**src/rtl/seq_trk_pkg.sv**
```systemverilog
package seq_trk_pkg;

  localparam int SEQ_PORT_W = 16;

  typedef struct packed {
    logic pend;
    logic act;
  } busy_pair_t;

  // Modular distance from rx up to tx within a range of size rng.
  function automatic logic [16:0] seq_dist(input logic [15:0] tx,
                                           input logic [15:0] rx,
                                           input logic [16:0] rng);
    logic [16:0] t17, r17;
    t17 = {1'b0, tx};
    r17 = {1'b0, rx};
    if (t17 >= r17) seq_dist = t17 - r17;
    else            seq_dist = rng + t17 - r17;
  endfunction

  function automatic logic [1:0] pair_count(input busy_pair_t p);
    pair_count = {1'b0, p.act} + {1'b0, p.pend};
  endfunction

endpackage

```
**src/rtl/seq_trk_counter.sv**
```systemverilog
module seq_trk_counter #(
  parameter int SEQ_LOG2 = 8
) (
  input  logic                clk,
  input  logic                rst_n,
  input  logic                adv,
  output logic [SEQ_LOG2-1:0] cur
);
  always_ff @(posedge clk) begin
    if (!rst_n)   cur <= '0;
    else if (adv) cur <= cur + SEQ_LOG2'(1);
  end
endmodule

```
**src/rtl/seq_trk_core.sv**
```systemverilog
module seq_trk_core
  import seq_trk_pkg::*;
#(
  parameter int SEQ_LOG2 = 8
) (
  input  logic                clk,
  input  logic                rst_n,
  input  logic                stat_fire,
  input  logic [SEQ_LOG2-1:0] stat_seq,
  input  busy_pair_t          busy,
  input  logic                disp_hit,
  input  logic [SEQ_LOG2-1:0] tag_in,
  output logic                accept,
  output logic [1:0]          cnt,
  output logic                current,
  output logic                seen_all
);
  localparam logic [16:0] RANGE = 17'(1) << SEQ_LOG2;
  localparam logic [16:0] HALF  = RANGE >> 1;

  logic [SEQ_LOG2-1:0] last_q;
  logic                sent_q;
  logic [16:0]         fwd;
  logic                caught;
  logic                trust_now;
  logic [1:0]          base;

  always_comb begin
    fwd       = seq_dist(16'(stat_seq), 16'(last_q), RANGE);
    caught    = sent_q && (fwd < HALF);
    trust_now = stat_fire && caught;
    base      = trust_now ? pair_count(busy) : cnt;
    accept    = disp_hit && (base != 2'd2);
  end

  always_ff @(posedge clk) begin
    if (!rst_n) begin
      last_q   <= '0;
      sent_q   <= 1'b0;
      cnt      <= 2'd0;
      current  <= 1'b0;
      seen_all <= 1'b0;
    end else begin
      cnt <= base + {1'b0, accept};
      if (accept) begin
        last_q   <= tag_in;
        sent_q   <= 1'b1;
        current  <= 1'b0;
        seen_all <= 1'b0;
      end else begin
        if (stat_fire) current <= caught;
        if (trust_now && busy.act && busy.pend) seen_all <= 1'b1;
      end
    end
  end
endmodule

```
**src/rtl/seq_trk_total.sv**
```systemverilog
module seq_trk_total #(
  parameter int NUM_CORES = 4,
  parameter int CNT_W     = 4
) (
  input  logic [2*NUM_CORES-1:0] cnts,
  output logic [CNT_W-1:0]       free_slots
);
  localparam int TARGET = 2 * NUM_CORES;

  logic [CNT_W-1:0] sum;

  always_comb begin
    sum = '0;
    for (int c = 0; c < NUM_CORES; c++)
      sum = sum + CNT_W'(cnts[2*c +: 2]);
    free_slots = CNT_W'(TARGET) - sum;
  end
endmodule

```
**src/rtl/seq_trk.sv**
```systemverilog
module seq_trk
  import seq_trk_pkg::*;
#(
  parameter int NUM_CORES = 4,
  parameter int SEQ_LOG2  = 8,
  localparam int IDX_W    = (NUM_CORES > 1) ? $clog2(NUM_CORES) : 1,
  localparam int CNT_W    = $clog2(2 * NUM_CORES + 1)
) (
  input  logic                   clk,
  input  logic                   rst_n,
  input  logic                   disp_valid,
  output logic                   disp_ready,
  input  logic [IDX_W-1:0]       disp_core,
  output logic                   disp_done,
  output logic [15:0]            disp_tag,
  output logic                   disp_err,
  input  logic                   stat_valid,
  output logic                   stat_ready,
  input  logic [15:0]            stat_seq,
  input  logic [2*NUM_CORES-1:0] stat_busy,
  output logic [2*NUM_CORES-1:0] inflight_cnt,
  output logic [NUM_CORES-1:0]   busy_current,
  output logic [NUM_CORES-1:0]   seen_all_busy,
  output logic [CNT_W-1:0]       free_slots
);
  logic [SEQ_LOG2-1:0]  tag_cur;
  logic [NUM_CORES-1:0] acc_vec;
  logic                 any_acc;
  logic                 disp_fire, stat_fire;

  assign disp_ready = 1'b1;
  assign stat_ready = 1'b1;
  assign disp_fire  = disp_valid && disp_ready;
  assign stat_fire  = stat_valid && stat_ready;
  assign any_acc    = |acc_vec;

  seq_trk_counter #(.SEQ_LOG2(SEQ_LOG2)) u_ctr (
    .clk(clk), .rst_n(rst_n), .adv(any_acc), .cur(tag_cur)
  );

  for (genvar c = 0; c < NUM_CORES; c++) begin : g_core
    busy_pair_t bp;
    logic       hit;
    assign bp.act  = stat_busy[2*c];
    assign bp.pend = stat_busy[2*c+1];
    assign hit     = disp_fire && (disp_core == IDX_W'(c));
    seq_trk_core #(.SEQ_LOG2(SEQ_LOG2)) u_core (
      .clk(clk), .rst_n(rst_n),
      .stat_fire(stat_fire), .stat_seq(stat_seq[SEQ_LOG2-1:0]),
      .busy(bp), .disp_hit(hit), .tag_in(tag_cur),
      .accept(acc_vec[c]), .cnt(inflight_cnt[2*c +: 2]),
      .current(busy_current[c]), .seen_all(seen_all_busy[c])
    );
  end

  seq_trk_total #(.NUM_CORES(NUM_CORES), .CNT_W(CNT_W)) u_total (
    .cnts(inflight_cnt), .free_slots(free_slots)
  );

  always_ff @(posedge clk) begin
    if (!rst_n) begin
      disp_done <= 1'b0;
      disp_err  <= 1'b0;
      disp_tag  <= '0;
    end else begin
      disp_done <= any_acc;
      disp_err  <= disp_fire && !any_acc;
      if (any_acc) disp_tag <= 16'(tag_cur);
    end
  end
endmodule

```
**config.mk**
```make
export PLATFORM = sky130hd
export DESIGN_NAME = seq_trk
export DESIGN_NICKNAME = d
export VERILOG_FILES = /design/src/rtl/seq_trk_pkg.sv /design/src/rtl/seq_trk_counter.sv /design/src/rtl/seq_trk_core.sv /design/src/rtl/seq_trk_total.sv /design/src/rtl/seq_trk.sv
export SDC_FILE = /design/constraint.sdc
export NUM_CORES = 1
export LEC_CHECK = 0
export CAP_MARGIN = 15
export CORE_MARGIN = 8
export CORE_UTILIZATION = 54
export DETAILED_ROUTE_END_ITERATION = 10
export GPL_TIMING_DRIVEN = 0
export PLACE_DENSITY = 0.8
export SLEW_MARGIN = 40
export SYNTH_ARGS = -nofsm -noshare
export SYNTH_HDL_FRONTEND = slang
export SYNTH_SLANG_ARGS = --single-unit
```
**constraint.sdc**
```tcl
create_clock -name clk -period 4.78 [get_ports clk]
set_input_delay 1.195 -clock clk [delete_from_list [all_inputs] [get_ports clk]]
set_output_delay 1.195 -clock clk [all_outputs]
set_load 0.01 [all_outputs]
```
; Word level (Yosys, flattened, before mapping)
; Cells that the tools add are included.
[classes]
n_mux = 8
n_reduce_logical = 32
n_lt_le_gt_ge = 8
n_eq_ne = 7
n_bitwise = 1
n_addsub = 22
[op_table]
columns = op, n
row1 = "< comparator 17 x 8 -> 1 bit, second input constant", 4
row2 = 2-to-1 mux 17 bit, 4
row3 = subtractor 17 x 8 -> 17 bit, 4
row4 = subtractor 8 x 8 -> 9 bit, 4
row5 = greater-or-equal comparator 8 bit, 4
row6 = logical AND 1 bit, 25
row7 = "adder 9 x 8 -> 10 bit, first input constant", 1
row8 = adder 1 x 1 -> 2 bit, 4
row9 = adder 2 x 1 -> 2 bit, 4
row10 = adder 4 x 2 -> 4 bit, 2
row11 = "adder 8 x 1 -> 8 bit, second input constant", 1
row12 = 2-to-1 mux 2 bit, 4
row13 = "!= test 2 bit, second input constant", 4
row14 = OR reduction 2 bit, 4
row15 = "== test 2 bit, second input constant", 2
row16 = OR reduction 4 bit, 1
row17 = "subtractor 4 bit, first input constant", 1
row18 = adder 2 x 2 -> 3 bit, 1
row19 = "== test 2 x 1 -> 1 bit, second input constant", 1
row20 = zero test 2 bit, 1
row21 = zero test 1 bit, 1
row22 = NOT 1 bit, 1
[word_totals]
out_inout_bits = 40
ff_bits = 70
wordCells = 102

; Longest topological paths before layout
; Gate-level depths: netlist of the first run.
[logic_depth]
ltp_word = 12
depth_mapped = 18
depth_no_buf = 17

; Hierarchy
; A second synthesis of the first run with hierarchy kept.
[hier_totals]
hier_cells = 578
area_unflattened_um2 = 4849.7
[modules_own_cells]
columns = module, instances, area_each_um2, cells_each
row1 = seq_trk_core, 4, 954.7, 116
row2 = seq_trk, 1, 511.7, 58
row3 = seq_trk_counter, 1, 359.1, 37
row4 = seq_trk_total, 1, 160.2, 19

; Worst setup path before layout of the first run
; No wires, ideal clock.
[synth_path]
path_kind = in2reg
startpoint = input stat_seq[4]
endpoint = register g_core[1].u_core.cnt[0]
required_ps = 4665
stages = 15
setup_time_ps = 115
t_arrival_ps = 4205
path_slack_ps = 460
path_cell_list = ha_1 a211oi_2 o21bai_1 o21ai_0 nor2b_1 o21ai_0 ha_1 nand4b_1 or4_1 and4b_1 a311o_1 buf_2 inv_1 ha_1 and2_1
[synth_via]
elab_chain_cells = 10
[synth_lines]
columns = item, line_no
row1 = start: declaration, seq_trk.sv:19  ; input logic [15:0] stat_seq,
row2 = adder 9 x 8 -> 10 bit, seq_trk_pkg.sv:18  ; else seq_dist = rng + t17 - r17;
row3 = subtractor 17 x 8 -> 17 bit, seq_trk_pkg.sv:18
row4 = 2-to-1 mux 17 bit *, seq_trk_pkg.sv:17  ; if (t17 >= r17) seq_dist = t17 - r17;
row5 = < comparator 17 x 8 -> 1 bit *, seq_trk_core.sv:30  ; caught = sent_q && (fwd < HALF);
row6 = logical AND 1 bit *, seq_trk_core.sv:30
row7 = logical AND 1 bit *, seq_trk_core.sv:31  ; trust_now = stat_fire && caught;
row8 = 2-to-1 mux 2 bit *, seq_trk_core.sv:32  ; base = trust_now ? pair_count(busy) : cnt;
row9 = != test 2 bit *, seq_trk_core.sv:33  ; accept = disp_hit && (base != 2'd2);
row10 = logical AND 1 bit *, seq_trk_core.sv:33
row11 = net g_core[1].u_core.accept, seq_trk_core.sv:13  ; output logic accept,
row12 = adder 2 x 1 -> 2 bit *, seq_trk_core.sv:44  ; cnt <= base + {1'b0, accept};
row13 = end signal: assignment, seq_trk_core.sv:44
row14 = end: declaration, seq_trk_core.sv:14  ; output logic [1:0] cnt,
; The timed path passes the listed nets; every way through them passes the cells marked *.
; A chain may end at the register's enable or synchronous reset.

; Final worst setup path of the first run
[layout_path]
startpoint = input stat_seq[4]
endpoint = register g_core[3].u_core.cnt[1]
[layout_via]
elab_chain_cells = 10
[layout_lines]
columns = item, line_no
row1 = adder 9 x 8 -> 10 bit, seq_trk_pkg.sv:18
row2 = subtractor 17 x 8 -> 17 bit, seq_trk_pkg.sv:18
row3 = 2-to-1 mux 17 bit *, seq_trk_pkg.sv:17
row4 = < comparator 17 x 8 -> 1 bit *, seq_trk_core.sv:30
row5 = logical AND 1 bit *, seq_trk_core.sv:30
row6 = logical AND 1 bit *, seq_trk_core.sv:31
row7 = 2-to-1 mux 2 bit *, seq_trk_core.sv:32
row8 = != test 2 bit *, seq_trk_core.sv:33
row9 = logical AND 1 bit *, seq_trk_core.sv:33
row10 = net g_core[3].u_core.accept, seq_trk_core.sv:13
row11 = adder 2 x 1 -> 2 bit *, seq_trk_core.sv:44
row12 = end signal: assignment, seq_trk_core.sv:44
row13 = end: declaration, seq_trk_core.sv:14
; Marks and branches as above.

==> metrics.md, run 1 <==
| Metric | Value |
|---|---|
| Period utilisation layout | `96.4%` |
| Reg power frac | `43.4%` |
| CTS buffer count | `9` |
| Worst vdd ir | `0.185 mV` |
| Synth Instances | `453` |
| Die Ht | `104 um` |
| Die W | `104 um` |
| CTS Sinks | `70` |
| Pleak | `2.33 nW` |
| Mapped Area | `4190 sq um` |
| Design Area, Final | `5140 sq um` |
| CP max stage delay | `0.38 ns` |
| First-pass GRT wire length | `16000 um` |
| Area delta synth->final | `22.8%` |
| Startpoint Class | `primary input` |
| Worst Tran Pin Value | `0.560 ns` |
| Clock Tree Buf Depth | `2` |
| Warnings from Yosys | `0` |
| Ys async rst share | `0%` |
| Max H-tree Level | `3` |
| Clk pin slew, worst setup/hold paths | `0.07 ns` |
| Top_reg_cell synth | `dfxtp_1` |
| Avg Cell Area, Syn | `9.25 sq um` |
| Sum Neg Setup Slack | `0 ns` |
| Post-synth EDFFs | `0` |
| Slowest CP cell | `ha_1` |
| Multi-input logic area | `2410 sq um` |
| Nets@finish | `610` |
| Power Dens Cells | `269 nW/um^2` |
| Root buffer cell | `clkbuf_8` |
| RSZ-0062 raised after global routing | `false` |
| Placement Cell Area | `4850 sq um` |
| Int Power | `1.04 mW` |
| Largest net degree at the start of global routing | `12` |
| Fmax | `217 MHz` |
| Post-synth cell types | `43` |
| Post-synth top area cell | `dfxtp_1` |
| Seq/Total Area, Yosys | `33.4%` |
| Crit path cell chain | `clkdlybuf4s15_1 -> ha_1 -> a211oi_1 -> o21bai_1 -> o21ai_0 -> nor2b_1 -> o21ai_0 -> ha_1 -> nand4b_1 -> a21oi_1 -> o311ai_1 -> buf_2 -> inv_1 -> ha_1 -> xnor2_1 -> and2_1` |
| Share of cells above drive strength 1 | `10.3%` |
| Worst Setup End Kind | `register` |
| Final hold violations | `0` |
| Final Power | `1.39 mW` |
| Vias in the first global route | `3440` |
| Gr ovfl total | `0` |
| Via count | `3311` |
| Ports | `70` |
| N_diodes | `0` |
| Routed Antenna Nets | `0` |
| Max cap viols | `0` |
| Fin. max-slew vios | `0` |
| Yosys top cell area share | `33.4%` |
| Status | `finished clean` |
| Antenna violations before repair | `0` |
| Worst Skew | `0.00767 ns` |
| Initial Util | `55.1%` |
| # DRC | `0` |
| CTS tree | `yes` |
| First-pass DRT Iterations | `4` |
| Crit-path most repeated cell | `ha_1` |
| Core area | `7610 sq um` |
| Clock power frac | `40.1%` |
| PortBufs | `50` |
| CP arrival | `4.85 ns` |
| Seq cells post-synth | `70` |
| Critical path type | `in -> reg` |
| Sw Ratio | `24.6%` |
| Mean number of vias per cell | `5.22` |
| Rel. slew slack | `62.7%` |
| Number of core rows | `32` |
| Most area-consuming cells after synthesis | `dfxtp_1 (33%), ha_1 (15%), mux2i_1 (12%)` |
| Setup WS pre-CTS | `-0.535 ns` |
| Final wirelength | `9570 um` |
| Comb power frac | `16.5%` |
| Tot GR Track Use | `18.0%` |
| Initial drt markers | `89` |
| Setup-failing EPs final | `0` |
| Die area | `10800 sq um` |
| Flip-flop and latch area | `1400 sq um` |
| Worst setup margin | `0.171 ns` |
| GPL Wtd Cong | `0.827` |
| Skew-Pair Late Insertion Delay | `0.34 ns` |
| Psw | `0.342 mW` |
| DPL Wire Length | `7210 um` |
| Worst Path Max Fanout | `10` |
| WL per Instance | `15.1 um` |
| Fill count | `648` |
| Worst EP required | `5.02 ns` |
| Min-delay worst type | `reg -> reg` |
| Min cycle time layout | `4.61 ns` |
-- placed cells by master (no fill, tap or decap), types with 4 or more instances in the layout --
cell / count
nand3b_1: 5
nor2b_1: 43
o21a_1: 5
a31oi_1: 4
dfxtp_1: 70
buf_2: 4
mux2i_1: 51
inv_1: 54
nand4_1: 12
conb_1: 10
o21ai_0: 11
and3_1: 4
buf_4: 24
o21bai_1: 4
ha_1: 49
a21oi_1: 15
clkbuf_8: 12
clkdlybuf4s50_1: 44
and2_1: 8
nand2b_1: 6
dlygate4sd2_1: 4
nor2_1: 13
nand2_1: 15
clkbuf_1: 13
-- stage by stage --
step                hold slack, ns  instances  utilization [%]
global placement             0.451        613             63.7
detailed placement           0.458        613             63.7
finish                       0.472        634             67.6
global route                 0.493        634             67.6
floorplan                    0.438        461                -
CTS                          0.474        629             66.7
-- cells in the mapped netlist, types with 8 or more instances --
master and instances:
dfxtp_1 70, nor2_1 13, o21ai_0 12, a21oi_1 15, inv_1 54, mux2i_1 51
ha_1 50, clkbuf_1 12, buf_4 18, and2_1 8, nand4_1 12, nand2_1 16
nor2b_1 44
-- registers in the layout, indices dropped and copies added, names as in the netlist --
name / cells
g_core.u_core.last_q: 32
disp_tag: 8
g_core.u_core.cnt: 8
u_ctr.cur: 8
g_core.u_core.current: 4
g_core.u_core.seen_all: 4
g_core.u_core.sent_q: 4
disp_done: 1
disp_err: 1
-- cell type report --
class	instances	area share, %
multi-input cells	300	46.9
flip-flops and latches	70	27.2
repair buffers	55	10.4
plain buffers	37	4.47
inverters	54	3.94
clock buffers	13	3.28
well taps	102	2.48
clock inverters	3	1.26
-- worst paths after layout --
check	cells after the start	from	to	slack, ns
setup / recovery	16	stat_seq[4]	g_core[3].u_core.cnt[1]$_SDFF_PN0_	0.17
hold / removal	1	g_core[2].u_core.sent_q$_SDFFE_PN0P_	g_core[2].u_core.sent_q$_SDFFE_PN0P_	0.47
setup reg to reg	17	g_core[1].u_core.last_q[4]$_SDFFE_PN0P_	u_ctr.cur[4]$_SDFFE_PN0P_	1.01
hold reg to reg	1	g_core[2].u_core.sent_q$_SDFFE_PN0P_	g_core[2].u_core.sent_q$_SDFFE_PN0P_	0.47
-- cells by family (layout without fill, tap and decap cells) --
logic type | after synthesis | in the layout | synth area share (%)
and+or+nand+nor | 124 | 124 | 17.3
muxes | 54 | 54 | 13.0
AOI/OAI and AO/OA | 54 | 54 | 8.39
adders and majority gates | 53 | 53 | 16.4
other | 2 | 10 | 0.179
xor gates and xnor gates | 5 | 5 | 1.05
DFF | 70 | 70 | 33.4
buffers and inverters | 91 | 162 | 10.3
-- power by group through the flow --
stage	Combinational, mW	Sequential (mW)	Clock [mW]
after floorplan	0.132	0.616	0
after global placement	0.212	0.615	0
after detailed placement	0.219	0.615	0
after CTS	0.221	0.602	0.565
after global routing	0.254	0.603	0.585
final	0.229	0.602	0.556
-- metal layers --
metal / track usage, % / vias up / routed length, um
li1: - / 1659 / -
met1: 19.7 / 1541 / 4200
met2: 32.1 / 92 / 4640
met3: 4.58 / 19 / 570
met4: 7.55 / 0 / 163
met5: 0 / - / 0
-- critical path: cells and delay by family --
family | cells | cell delay, ns
fa+ha+maj | 3 | 0.88
buf+inv | 3 | 0.80
simple gates | 3 | 0.49
compound gates | 6 | 1.35
xor+xnor | 1 | 0.12
-- timing repair --
item / in CTS / in global routing
setup buffers: 0 / 5
hold buffers: 0 / 0
pin swaps: 0 / 1
resized for setup: 5 / 10
endpoints found under the setup margin: 11 / 17
Power figures use the tool's default switching activity.
==> inputs of run 2 (changes only) <==
Settings changed: CORE_UTILIZATION 54 to 55, SYNTH_HIERARCHICAL set to 1.
==> run 2 against run 1 <==
  * Sequential power grew 2%
  * Power shrank 4.0%
  * Sequential cell count unchanged
  * Wire length rose by 22%
  * Final cell count grew 20%
  * Synthesized area grew 16%
  * Critical endpoint is now u_ctr/cur[5]$_SDFFE_PN0P_
  * Largest power group unchanged
==> metrics.md, run 2 <==
| Metric | Value |
|---|---|
| Status | `finished clean (unchanged)` |
| # DRC | `0 (unchanged)` |
| Initial drt markers | `226 (was 89)` |
| Post-synth EDFFs | `0 (unchanged)` |
| Crit path cell chain | `clkdlybuf4s50_1 -> ha_1 -> and3_1 -> a221o_1 -> nor2_1 -> o31a_1 -> buf_6 -> mux2i_1 -> buf_6 -> nor4_4 -> buf_6 -> inv_2 -> buf_4 -> nand4_2 -> or3_1 -> a21boi_1 (was clkdlybuf4s15_1 -> ha_1 -> a211oi_1 -> o21bai_1 -> o21ai_0 -> nor2b_1 -> o21ai_0 -> ha_1 -> nand4b_1 -> a21oi_1 -> o311ai_1 -> buf_2 -> inv_1 -> ha_1 -> xnor2_1 -> and2_1)` |
| Crit-path most repeated cell | `buf_6 (was ha_1)` |
| Initial Util | `56.2% (was 55.1%)` |
| Design Area, Final | `5700 sq um (was 5140 sq um)` |
| Fin. max-slew vios | `0 (unchanged)` |
| Die W | `110 um (was 104 um)` |
| Min-delay worst type | `reg -> reg (unchanged)` |
| WL per Instance | `15.3 um (was 15.1 um)` |
| First-pass GRT wire length | `19400 um (was 16000 um)` |
| Worst Path Max Fanout | `11 (was 10)` |
| Routed Antenna Nets | `0 (unchanged)` |
| Vias in the first global route | `4254 (was 3440)` |
| Ys async rst share | `0% (unchanged)` |
| Startpoint Class | `primary input (unchanged)` |
| Sum Neg Setup Slack | `0 ns (unchanged)` |
| CP max stage delay | `0.57 ns (was 0.38 ns)` |
| Pleak | `2.26 nW (was 2.33 nW)` |
| Rel. slew slack | `63.6% (was 62.7%)` |
| Setup-failing EPs final | `0 (unchanged)` |
| Clk pin slew, worst setup/hold paths | `0.08 ns (was 0.07 ns)` |
| Via count | `4231 (was 3311)` |
| Crit path from | `stat_seq[7] (was stat_seq[4])` |
| Share of cells above drive strength 1 | `7.66% (was 10.3%)` |
| CTS tree | `yes (unchanged)` |
| Clock Tree Buf Depth | `2 (unchanged)` |
| DPL Wire Length | `9130 um (was 7210 um)` |
| Number of core rows | `34 (was 32)` |
| Post-synth top area cell | `dfxtp_1 (unchanged)` |
| Slowest CP cell | `clkdlybuf4s50_1 (was ha_1)` |
| CP arrival | `4.77 ns (was 4.85 ns)` |
| Comb power frac | `21.4% (was 16.5%)` |
| Fmax | `222 MHz (was 217 MHz)` |
| Sw Ratio | `29.4% (was 24.6%)` |
| Most area-consuming cells after synthesis | `dfxtp_1 (29%), ha_1 (13%), mux2i_1 (10%) (was dfxtp_1 (33%), ha_1 (15%), mux2i_1 (12%))` |
| Placement Cell Area | `5520 sq um (was 4850 sq um)` |
| Worst vdd ir | `0.211 mV (was 0.185 mV)` |
| Hold buffers post-CTS | `0 (unchanged)` |
| Root buffer cell | `clkbuf_8 (unchanged)` |
| PortBufs | `51 (was 50)` |
| Gr ovfl total | `0 (unchanged)` |
| Reg power frac | `46.0% (was 43.4%)` |
| Final hold violations | `0 (unchanged)` |
| Post-CTS setup buffers | `0 (unchanged)` |
| Warnings from Yosys | `6 (was 0)` |
| Worst EP required | `5.05 ns (was 5.02 ns)` |
| Antenna violations before repair | `0 (unchanged)` |
| Post-CTS Resized | `0 (was 5)` |
| Worst Skew | `0.0108 ns (was 0.00767 ns)` |
| Commonest non-fill, non-tap cell in the layout | `nand2_1 (was dfxtp_1)` |
| Min cycle time layout | `4.50 ns (was 4.61 ns)` |
| Max reg flops | `32 (unchanged)` |
| Period utilisation layout | `94.2% (was 96.4%)` |
| Post-synth cell types | `45 (was 43)` |
| GPL Wtd Cong | `0.816 (was 0.827)` |
| Most flops, register | `g_core.u_core/last_q (was g_core.u_core.last_q)` |
| Worst Tran Pin Value | `0.546 ns (was 0.560 ns)` |
| Synth Instances | `578 (was 453)` |
| Non-filler cells, final | `761 (was 634)` |
| Top-count cell post-synth | `nand2_1 (was dfxtp_1)` |
| Die area | `12100 sq um (was 10800 sq um)` |
| Largest net degree at the start of global routing | `35 (was 12)` |
| Commonest non-fill, non-tap cells in the layout | `nand2_1 (104), dfxtp_1 (70), inv_1 (56) (was dfxtp_1 (70), inv_1 (54), mux2i_1 (51))` |
| Tot GR Track Use | `20.0% (was 18.0%)` |
| Int Power | `0.940 mW (was 1.04 mW)` |
| Nets@finish | `730 (was 610)` |
| Core area | `8640 sq um (was 7610 sq um)` |
| Yosys top cell area share | `28.9% (was 33.4%)` |
| Power Dens Cells | `233 nW/um^2 (was 269 nW/um^2)` |
| Synth top cells by count | `nand2_1 (104), dfxtp_1 (70), inv_1 (56) (was dfxtp_1 (70), inv_1 (54), mux2i_1 (51))` |
| Max H-tree Level | `3 (unchanged)` |
| Mapped Area | `4850 sq um (was 4190 sq um)` |
| Mean number of vias per cell | `5.56 (was 5.22)` |
| Critical path type | `in -> reg (unchanged)` |
| N_diodes | `0 (unchanged)` |
| Max cap viols | `0 (unchanged)` |
| RR Startpoint | `g_core[3].u_core/last_q[7]$_SDFFE_PN0P_ (was g_core[1].u_core.last_q[4]$_SDFFE_PN0P_)` |
| Ports | `70 (unchanged)` |
| Seq/Total Area, Yosys | `28.9% (was 33.4%)` |
| Seq cells post-synth | `70 (unchanged)` |
| HP Start | `g_core[1].u_core/last_q[5]$_SDFFE_PN0P_ (was g_core[2].u_core.sent_q$_SDFFE_PN0P_)` |
| Placed Instances | `745 (was 613)` |
| Final wirelength | `11700 um (was 9570 um)` |
| Avg Cell Area, Syn | `8.39 sq um (was 9.25 sq um)` |
| Area delta synth->final | `17.6% (was 22.8%)` |
| CTS buffer count | `9 (unchanged)` |
| Top_reg_cell synth | `dfxtp_1 (unchanged)` |
| Skew-Pair Late Insertion Delay | `0.35 ns (was 0.34 ns)` |
| RSZ-0062 raised after global routing | `false (unchanged)` |
| CTS Sinks | `70 (unchanged)` |
| Psw | `0.391 mW (was 0.342 mW)` |
| First-pass DRT Iterations | `4 (unchanged)` |
| Die Ht | `110 um (was 104 um)` |
| Clock power frac | `32.6% (was 40.1%)` |
| Worst Setup End Kind | `register (unchanged)` |
==> run 2: changes by cell type in the layout (fill, tap and decap cells not counted), sizes merged, moves of 8 or more <==
cell	delta
nand2	+88
nand3b	+11
nand3	+12
nor2b	-38
o211ai	+8
and2	+8
a21oi	+13
a21o	+8
==> run 2: cell type report <==
cell class / instances / area (sq um)
Sequential cell: 70 / 1400
Clock buffer: 10 / 138
Tap cell: 108 / 135
Fill cell: 714 / 2930
Multi-Input combinational cell: 429 / 3040
Clock inverter: 6 / 46.3
Timing Repair Buffer: 51 / 505
Buffer: 30 / 224
Inverter: 57 / 214
==> run 2: critical path, delay by kind of cell <==
kind,cells,cell delay (ns)
and+or+nand+nor,5,0.89
muxes,1,0.22
buffers and inverters,6,1.28
AOI/OAI and AO/OA,3,0.71
adders and majority gates,1,0.46
==> run 2: power by group through the flow <==
stage               clock network (mW)  logic [mW]  registers [mW]
global placement                     0       0.275           0.625
finish                           0.434       0.285           0.612
CTS                              0.445       0.285           0.613
detailed placement                   0       0.283           0.626
global route                     0.474       0.315           0.615
floorplan                            0       0.180           0.623
==> run 2: layer usage <==
metal  vias to the layer above  GRT usage (%)  part of all wire, %
li1                       2131              -                    -
met3                        17           5.04                  6.3
met2                       117           34.9                   50
met1                      1966           23.0                   42
met4                         0           7.62                  2.2
met5                         -              0                    0
==> run 2: path summary, 6_finish.rpt <==
check / slack, ns / depth (start not counted) / endpoint
hold / removal: 0.46 / 2 / g_core[1].u_core/last_q[5]$_SDFFE_PN0P_
setup / recovery: 0.28 / 16 / u_ctr/cur[5]$_SDFFE_PN0P_
hold reg to reg: 0.46 / 2 / g_core[1].u_core/last_q[5]$_SDFFE_PN0P_
setup reg to reg: 1.42 / 16 / u_ctr/cur[5]$_SDFFE_PN0P_
==> run 2: kinds of logic (layout without fill, tap and decap cells) <==
kind of cell | after synthesis | in the layout | synth area share, %
flops | 70 | 70 | 28.9
buf+inv | 87 | 154 | 9.03
xor+xnor | 5 | 5 | 0.903
compound gates | 100 | 100 | 14.3
fa+ha+maj | 52 | 52 | 13.9
simple gates | 208 | 208 | 21.5
mux | 54 | 54 | 11.2
other cells | 2 | 10 | 0.155
==> run 2: stage by stage <==
step / worst slack, ns / hold slack, ns / power, mW / util (%)
finish: 0.279 / 0.461 / 1.33 / 66.1
global route: 0.0825 / 0.486 / 1.40 / 66.1
CTS: 0.283 / 0.462 / 1.34 / 66.1
detailed placement: -0.0631 / 0.448 / 0.909 / 63.9
global placement: -0.000861 / 0.445 / 0.900 / 64.0
floorplan: 0.930 / 0.435 / 0.803 / -
